--- src/rtl/txq_pkg.sv ---
package txq_pkg;
    typedef struct packed {
        logic sync;
        logic full;
        logic ovf;
        logic udf;
    } txq_flags_t;
endpackage

--- src/rtl/txq_store.sv ---
module txq_store #(
    parameter int DEPTH  = 128,
    parameter int DATA_W = 8,
    localparam int PTR_W = (DEPTH > 1) ? $clog2(DEPTH) : 1
) (
    input  logic              clk,
    input  logic              rst_n,
    input  logic              we,
    input  logic [PTR_W-1:0]  waddr,
    input  logic [DATA_W-1:0] wdata,
    input  logic              re,
    input  logic [PTR_W-1:0]  raddr,
    output logic [DATA_W-1:0] rdata
);
    logic [DATA_W-1:0] mem_q [DEPTH];
    logic [DATA_W-1:0] rdata_q;

    always_ff @(posedge clk) begin
        if (we) mem_q[waddr] <= wdata;
    end

    always_ff @(posedge clk or negedge rst_n) begin
        if (!rst_n)  rdata_q <= '0;
        else if (re) rdata_q <= mem_q[raddr];
    end

    assign rdata = rdata_q;
endmodule

--- src/rtl/txq_ctrl.sv ---
module txq_ctrl
    import txq_pkg::*;
#(
    parameter int DEPTH = 128,
    localparam int PTR_W = (DEPTH > 1) ? $clog2(DEPTH) : 1,
    localparam int CNT_W = $clog2(DEPTH + 1)
) (
    input  logic             clk,
    input  logic             rst_n,
    input  logic             flush_i,
    input  logic             wr_req_i,
    input  logic             rd_req_i,
    input  logic             pkt_active_i,
    input  logic             sync_done_i,
    input  logic [CNT_W-1:0] thresh_i,
    output logic             wr_fire_o,
    output logic             rd_fire_o,
    output logic [PTR_W-1:0] wr_ptr_o,
    output logic [PTR_W-1:0] rd_ptr_o,
    output logic [CNT_W-1:0] count_o,
    output txq_flags_t       flags_o
);
    localparam logic [CNT_W-1:0] CAP      = CNT_W'(DEPTH);
    localparam logic [PTR_W-1:0] LAST_PTR = PTR_W'(DEPTH - 1);

    typedef struct packed {
        logic [PTR_W-1:0] wr_ptr;
        logic [PTR_W-1:0] rd_ptr;
        logic [CNT_W-1:0] count;
        txq_flags_t       flags;
    } ctrl_st_t;

    ctrl_st_t st_d, st_q;
    logic     wr_fire_d, rd_fire_d;
    logic     at_cap, at_empty;

    always_comb begin
        st_d      = st_q;
        at_cap    = (st_q.count == CAP);
        at_empty  = (st_q.count == '0);
        wr_fire_d = wr_req_i && !flush_i && !at_cap;
        rd_fire_d = rd_req_i && !flush_i && !at_empty;

        if (wr_fire_d)
            st_d.wr_ptr = (st_q.wr_ptr == LAST_PTR) ? '0 : st_q.wr_ptr + 1'b1;
        if (rd_fire_d)
            st_d.rd_ptr = (st_q.rd_ptr == LAST_PTR) ? '0 : st_q.rd_ptr + 1'b1;

        unique case ({wr_fire_d, rd_fire_d})
            2'b10:   st_d.count = st_q.count + 1'b1;
            2'b01:   st_d.count = st_q.count - 1'b1;
            default: st_d.count = st_q.count;
        endcase

        if (wr_req_i && at_cap)                 st_d.flags.ovf  = 1'b1;
        if (rd_req_i && at_empty && pkt_active_i) st_d.flags.udf = 1'b1;
        if (sync_done_i)                        st_d.flags.sync = 1'b1;

        if (st_d.count == CAP)          st_d.flags.full = 1'b1;
        else if (st_d.count < thresh_i) st_d.flags.full = 1'b0;

        if (flush_i) st_d = '0;
    end

    always_ff @(posedge clk or negedge rst_n) begin
        if (!rst_n) st_q <= '0;
        else        st_q <= st_d;
    end

    assign wr_fire_o = wr_fire_d;
    assign rd_fire_o = rd_fire_d;
    assign wr_ptr_o  = st_q.wr_ptr;
    assign rd_ptr_o  = st_q.rd_ptr;
    assign count_o   = st_q.count;
    assign flags_o   = st_q.flags;
endmodule

--- src/rtl/txq_status_fifo.sv ---
module txq_status_fifo
    import txq_pkg::*;
#(
    parameter int DEPTH = 128,
    localparam int PTR_W = (DEPTH > 1) ? $clog2(DEPTH) : 1,
    localparam int CNT_W = $clog2(DEPTH + 1)
) (
    input  logic             clk,
    input  logic             rst_n,
    input  logic             flush_i,
    input  logic             wr_en_i,
    input  logic [7:0]       wr_data_i,
    input  logic             rd_en_i,
    output logic [7:0]       rd_data_o,
    input  logic             pkt_active_i,
    input  logic             sync_done_i,
    input  logic [CNT_W-1:0] thresh_i,
    output logic [7:0]       status_o
);
    logic             wr_fire, rd_fire;
    logic [PTR_W-1:0] wr_ptr, rd_ptr;
    logic [CNT_W-1:0] fill_w;
    txq_flags_t       flags;

    txq_ctrl #(.DEPTH(DEPTH)) ctrl_i (
        .clk          (clk),
        .rst_n        (rst_n),
        .flush_i      (flush_i),
        .wr_req_i     (wr_en_i),
        .rd_req_i     (rd_en_i),
        .pkt_active_i (pkt_active_i),
        .sync_done_i  (sync_done_i),
        .thresh_i     (thresh_i),
        .wr_fire_o    (wr_fire),
        .rd_fire_o    (rd_fire),
        .wr_ptr_o     (wr_ptr),
        .rd_ptr_o     (rd_ptr),
        .count_o      (fill_w),
        .flags_o      (flags)
    );

    txq_store #(.DEPTH(DEPTH), .DATA_W(8)) store_i (
        .clk   (clk),
        .rst_n (rst_n),
        .we    (wr_fire),
        .waddr (wr_ptr),
        .wdata (wr_data_i),
        .re    (rd_fire),
        .raddr (rd_ptr),
        .rdata (rd_data_o)
    );

    assign status_o = {2'b00, flags.sync, flags.full, (fill_w >= thresh_i),
                       flags.ovf, flags.udf};
endmodule

--- config.mk ---
export PLATFORM = sky130hd
export DESIGN_NAME = txq_status_fifo
export DESIGN_NICKNAME = d
export VERILOG_FILES = /design/src/rtl/txq_pkg.sv /design/src/rtl/txq_store.sv /design/src/rtl/txq_ctrl.sv /design/src/rtl/txq_status_fifo.sv
export SDC_FILE = /design/constraint.sdc
export NUM_CORES = 1
export LEC_CHECK = 0
export BUFFER_PORTS_ARGS = -buffer_cell sky130_fd_sc_hd__buf_4
export CORE_ASPECT_RATIO = 1.2
export CORE_UTILIZATION = 28
export DETAILED_ROUTE_END_ITERATION = 6
export MAX_ROUTING_LAYER = met4
export PLACE_DENSITY_LB_ADDON = 0.15
export SLEW_MARGIN = 25
export SYNTH_ARGS = -nofsm -noshare
export SYNTH_HDL_FRONTEND = slang
export SYNTH_HIERARCHICAL = 1
export SYNTH_SLANG_ARGS = --single-unit
--- constraint.sdc ---
create_clock -name clk -period 5.6 [get_ports clk]
set_input_delay 0.56 -clock clk [delete_from_list [all_inputs] [get_ports clk]]
set_output_delay 0.56 -clock clk [all_outputs]
set_load 0.03 [all_outputs]
==> results.txt <==
Outcome - finished with violations
Failing checks - design-rule violations
Path type of the worst setup path - flip-flop to flip-flop
Max frequency - 0.204 GHz
Cell types with the largest area share after synthesis - sky130_fd_sc_hd__edfxtp_1 (72%), sky130_fd_sc_hd__mux4_2 (11%), sky130_fd_sc_hd__mux2i_1 (3.3%)
Largest area contributor in the netlist - sky130_fd_sc_hd__edfxtp_1
Number of buffers inserted during clock tree synthesis - 108
RePlAce Congestion - 0.776
Leakage component of the power - 14.6 nW
EDFF count, synth - 1,024
TritonCTS clock tree - done
Pin count of the biggest net entering global routing - 82
Antenna violations before repair - 3
Sequential fraction of the synthesis area - 0.741
Root buf cell - sky130_fd_sc_hd__clkbuf_16
Mean area per synthesized cell - 18.9 µm²
Largest delay share family, worst path - compound AO/OA/AOI/OAI gates
Initial DRC count - 1,645
Router iterations before antenna repair - 7
Worst rel slew slack - 0.281
Number of nets with antenna violations after routing - 0
Part of the power in registers - 0.484
Residual DRC count - 2
Number of synthesized register bits - 1,058
Number of buffers inserted by port buffering - 35
Signed area change from the synthesized netlist to the final layout - 14.5%
CTS sink count - 1,058
Detailed-route vias per instance - 4.87
Master of the slowest instance on the critical path - sky130_fd_sc_hd__dfrtp_1
Vias after detailed routing - 21,400
Relative contribution of combinational cells to total power - 0.115
Die footprint - 154,000 µm²
Element type at the critical path end - flip-flop
Combined global-route utilization of all metal layers - 0.156
Worst Tran Pin Value - 1.07 ns
Post-CTS Setup Inserts - 0
Yosys cell types - 68
Critical path buffers and inverters - 3
Proportion of layout cells with a drive suffix above 1 - 0.208
Worst clock skew - 0.0345 ns
Worst voltage drop across the vdd grid - 0.221 mV
Final routed wire length divided by cell count - 26.4 µm
Initial cell density of the core - 0.282
Die width - 358 µm
Number of max-cap violations - 0
Endpoints failing hold - 0
Clock input transition at the sequential cells of the worst setup and hold paths - 0.06 ns
Maximum buffer depth of the clock tree - 3
H-tree levels - 3
Worst stage delay on the critical path - 0.55 ns
Area of the mapped netlist - 42,600 µm²
Share of flip-flops with an asynchronous set or reset after synthesis - 0.0321
Die Y - 429 µm
Post-layout utilization of the core - 0.323
Final setup vio count - 0
Clock latency of the later-clocked register in the worst-skew pair - 0.73 ns
Detailed-route wire length - 116,000 µm
Setup Total Neg Slack - 0 ns
First-pass GRT wire length - 167,000 µm
Clock share of power - 0.401
Crit path cell chain - nor3_1 > nand3_1 > o21ai_2 > nor2_1 > buf_4 > ha_1 > buf_4 > xor2_1 > ha_1 > a41o_1 > a221o_1 > a22oi_1 > nor2_1 > xnor2_1 > inv_1 > ha_1 > a21boi_0 > o311a_1 > a41o_1
Number of synthesis warnings - 6
Switching part of the total - 0.240
Power density over the cells - 375 nW/µm²
Number of global-route vias before repair - 22,700
CP required - 6.20 ns
Sw Pwr - 4.40 mW
Worst hold path class - input pin to flip-flop
Setup repair after global routing missed its margin - no
Number of max-slew violations in the final report - 0
Fraction of synthesized cell area taken by the top area cell type - 0.721
Internal power summed over all cells - 13.9 mW
Estimated wirelength of the detail-placed design - 73,400 µm
Number of standard cells after synthesis - 2,253
Crit-path max FO - 22
Prevailing post-synth register cell - sky130_fd_sc_hd__edfxtp_1
Row Count - 156
Final-stage net count - 2,369
Final critical delay including setup and external delays - 4.89 ns
Kind of start point of the critical path - flip-flop
Area of the placeable core - 151,000 µm²
Total gr overflow - 0
# IOs - 39
Tcrit/Tclk final - 0.874
Crit path arrival time - 5.50 ns
CP most frequent cell - sky130_fd_sc_hd__ha_1
Number of filler instances in the final layout - 14,400
==> state kept, by name, indices dropped and copies added, names as in the netlist <==
name / flops
store_i/mem_q: 1024
ctrl_i/count_o: 8
store_i/rdata: 8
ctrl_i/rd_ptr_o: 7
ctrl_i/wr_ptr_o: 7
ctrl_i/flags_o: 4
==> worst paths after layout <==
path                       slack, ns  cells after the start                           from                        endpoint
max in group asynchronous       4.78                      2                          rst_n  ctrl_i/rd_ptr_o[1]$_DFFE_PN0P_
setup reg to reg                0.71                     19    ctrl_i/count_o[2]$_DFF_PN0_   ctrl_i/flags_o[2]$_DFFE_PN0P_
hold reg to reg                 0.51                      2  ctrl_i/flags_o[0]$_DFFE_PN0P_   ctrl_i/flags_o[0]$_DFFE_PN0P_
setup / recovery                0.71                     19    ctrl_i/count_o[2]$_DFF_PN0_   ctrl_i/flags_o[2]$_DFFE_PN0P_
hold / removal                  0.11                      3                    sync_done_i   ctrl_i/flags_o[3]$_DFFE_PN0P_
min in group asynchronous       0.37                      2                          rst_n   ctrl_i/flags_o[2]$_DFFE_PN0P_
==> cell type report <==
| type | count | area, µm² | area share |
|---|---|---|---|
| flip-flops and latches | 1058 | 31600 | 0.648 |
| multi-input cells | 1033 | 10100 | 0.208 |
| clock buffers | 125 | 2830 | 0.0580 |
| well taps | 1975 | 2470 | 0.0507 |
| repair buffers | 96 | 827 | 0.0170 |
| clock inverters | 78 | 798 | 0.0164 |
| inverters | 29 | 109 | 0.00223 |
| diodes | 1 | 2.50 | 0.0000513 |
==> cells in the final DEF, fill, tap and decap left out, types with 20 or more instances in the layout <==
master	synthesis	layout
sky130_fd_sc_hd__a211oi_1	24	24
sky130_fd_sc_hd__a21oi_1	30	30
sky130_fd_sc_hd__and2_1	36	36
sky130_fd_sc_hd__buf_4	15	86
sky130_fd_sc_hd__clkbuf_16	0	109
sky130_fd_sc_hd__clkinv_1	0	25
sky130_fd_sc_hd__clkinv_2	0	22
sky130_fd_sc_hd__dfrtp_1	34	29
sky130_fd_sc_hd__edfxtp_1	1024	1024
sky130_fd_sc_hd__ha_1	20	20
sky130_fd_sc_hd__inv_1	29	29
sky130_fd_sc_hd__mux2i_1	139	139
sky130_fd_sc_hd__mux4_2	204	204
sky130_fd_sc_hd__nand2_1	46	46
sky130_fd_sc_hd__nand3_1	44	43
sky130_fd_sc_hd__nor2_1	186	184
sky130_fd_sc_hd__o21ai_0	20	20
sky130_fd_sc_hd__o221ai_1	30	30
sky130_fd_sc_hd__o22ai_1	62	62
==> power by group through the flow <==
stage / logic [mW] / registers [mW] / clock network [mW]
CTS: 2.17 / 8.86 / 7.53
global route: 2.25 / 8.87 / 7.79
global placement: 2.15 / 9.03 / 0
floorplan: 1.53 / 8.98 / 0
detailed placement: 2.16 / 9.03 / 0
finish: 2.10 / 8.86 / 7.33
==> cells in the mapped netlist (5+ instances only) <==
| library cell | n |
|---|---|
| sky130_fd_sc_hd__edfxtp_1 | 1024 |
| sky130_fd_sc_hd__mux4_2 | 204 |
| sky130_fd_sc_hd__nor2_1 | 186 |
| sky130_fd_sc_hd__mux2i_1 | 139 |
| sky130_fd_sc_hd__clkbuf_1 | 69 |
| sky130_fd_sc_hd__o22ai_1 | 62 |
| sky130_fd_sc_hd__nand2_1 | 46 |
| sky130_fd_sc_hd__nand3_1 | 44 |
| sky130_fd_sc_hd__and2_1 | 36 |
| sky130_fd_sc_hd__dfrtp_1 | 34 |
| sky130_fd_sc_hd__a21oi_1 | 30 |
| sky130_fd_sc_hd__o221ai_1 | 30 |
| sky130_fd_sc_hd__inv_1 | 29 |
| sky130_fd_sc_hd__a211oi_1 | 24 |
| sky130_fd_sc_hd__buf_6 | 22 |
| sky130_fd_sc_hd__nor3_1 | 22 |
| sky130_fd_sc_hd__buf_2 | 21 |
| sky130_fd_sc_hd__ha_1 | 20 |
| sky130_fd_sc_hd__o21ai_0 | 20 |
| sky130_fd_sc_hd__buf_4 | 15 |
| sky130_fd_sc_hd__a31oi_1 | 14 |
| sky130_fd_sc_hd__mux2_2 | 13 |
| sky130_fd_sc_hd__nor2b_1 | 12 |
| sky130_fd_sc_hd__o32ai_1 | 11 |
| sky130_fd_sc_hd__nor4_1 | 9 |
| sky130_fd_sc_hd__xnor2_1 | 9 |
| sky130_fd_sc_hd__nand2b_1 | 8 |
| sky130_fd_sc_hd__o211ai_1 | 8 |
| sky130_fd_sc_hd__a21o_1 | 6 |
| sky130_fd_sc_hd__a32oi_1 | 6 |
| sky130_fd_sc_hd__nand4_1 | 6 |
| sky130_fd_sc_hd__o31ai_1 | 6 |
| sky130_fd_sc_hd__or3_1 | 5 |
| sky130_fd_sc_hd__xor2_1 | 5 |
==> worst reg2reg max path, cell delays in order (launching register included) <==
cell                       delay, ns
sky130_fd_sc_hd__dfrtp_1        0.55
sky130_fd_sc_hd__nor3_1         0.45
sky130_fd_sc_hd__nand3_1        0.26
sky130_fd_sc_hd__o21ai_2        0.33
sky130_fd_sc_hd__nor2_1         0.07
sky130_fd_sc_hd__buf_4          0.21
sky130_fd_sc_hd__ha_1           0.20
sky130_fd_sc_hd__buf_4          0.20
sky130_fd_sc_hd__xor2_1         0.18
sky130_fd_sc_hd__ha_1           0.24
sky130_fd_sc_hd__a41o_1         0.25
sky130_fd_sc_hd__a221o_1        0.29
sky130_fd_sc_hd__a22oi_1        0.19
sky130_fd_sc_hd__nor2_1         0.07
sky130_fd_sc_hd__xnor2_1        0.30
sky130_fd_sc_hd__inv_1          0.08
sky130_fd_sc_hd__ha_1           0.28
sky130_fd_sc_hd__a21boi_0       0.13
sky130_fd_sc_hd__o311a_1        0.30
sky130_fd_sc_hd__a41o_1         0.21
==> logic make-up (layout without fill, tap and decap cells) <==
group / after synthesis / in the layout / synth area share
AND/OR/NAND/NOR: 389 / 389 / 0.0420
other: 1 / 4 / 0.0000880
XOR/XNOR: 14 / 14 / 0.00288
AO/OA/AOI/OAI: 250 / 250 / 0.0418
multiplexers: 357 / 357 / 0.144
flip-flops: 1058 / 1058 / 0.741
adder cells (fa/ha/maj): 20 / 20 / 0.00587
buffers and inverters: 164 / 328 / 0.0218
==> what timing repair did <==
item / in CTS / in global routing
hold buffers: 1 / 0
resized for setup: 0 / 0
endpoints found under the hold margin: 34 / 0
==> per-stage QoR <==
step | setup slack, ns | area, µm² | total power, mW | cells | hold slack [ns]
after floorplan | 1.47 | 42600 | 10.5 | 2255 | 0.264
after global placement | 0.760 | 45100 | 11.2 | 4189 | 0.492
after detailed placement | 0.756 | 45100 | 11.2 | 4190 | 0.512
after CTS | 0.714 | 48800 | 18.6 | 4394 | 0.0557
after global routing | 0.352 | 48800 | 18.9 | 4394 | 0.0955
final | 0.707 | 48800 | 18.3 | 4395 | 0.113
==> layer usage <==
layer | share of wire | track usage | vias up
met3 | 0.030 | 0.0168 | 127
met5 | 0 | - | -
met2 | 0.53 | 0.270 | 392
met1 | 0.42 | 0.191 | 11600
met4 | 0.020 | 0.0423 | 0
li1 | - | - | 9331
(Power assumes the default switching activity.)
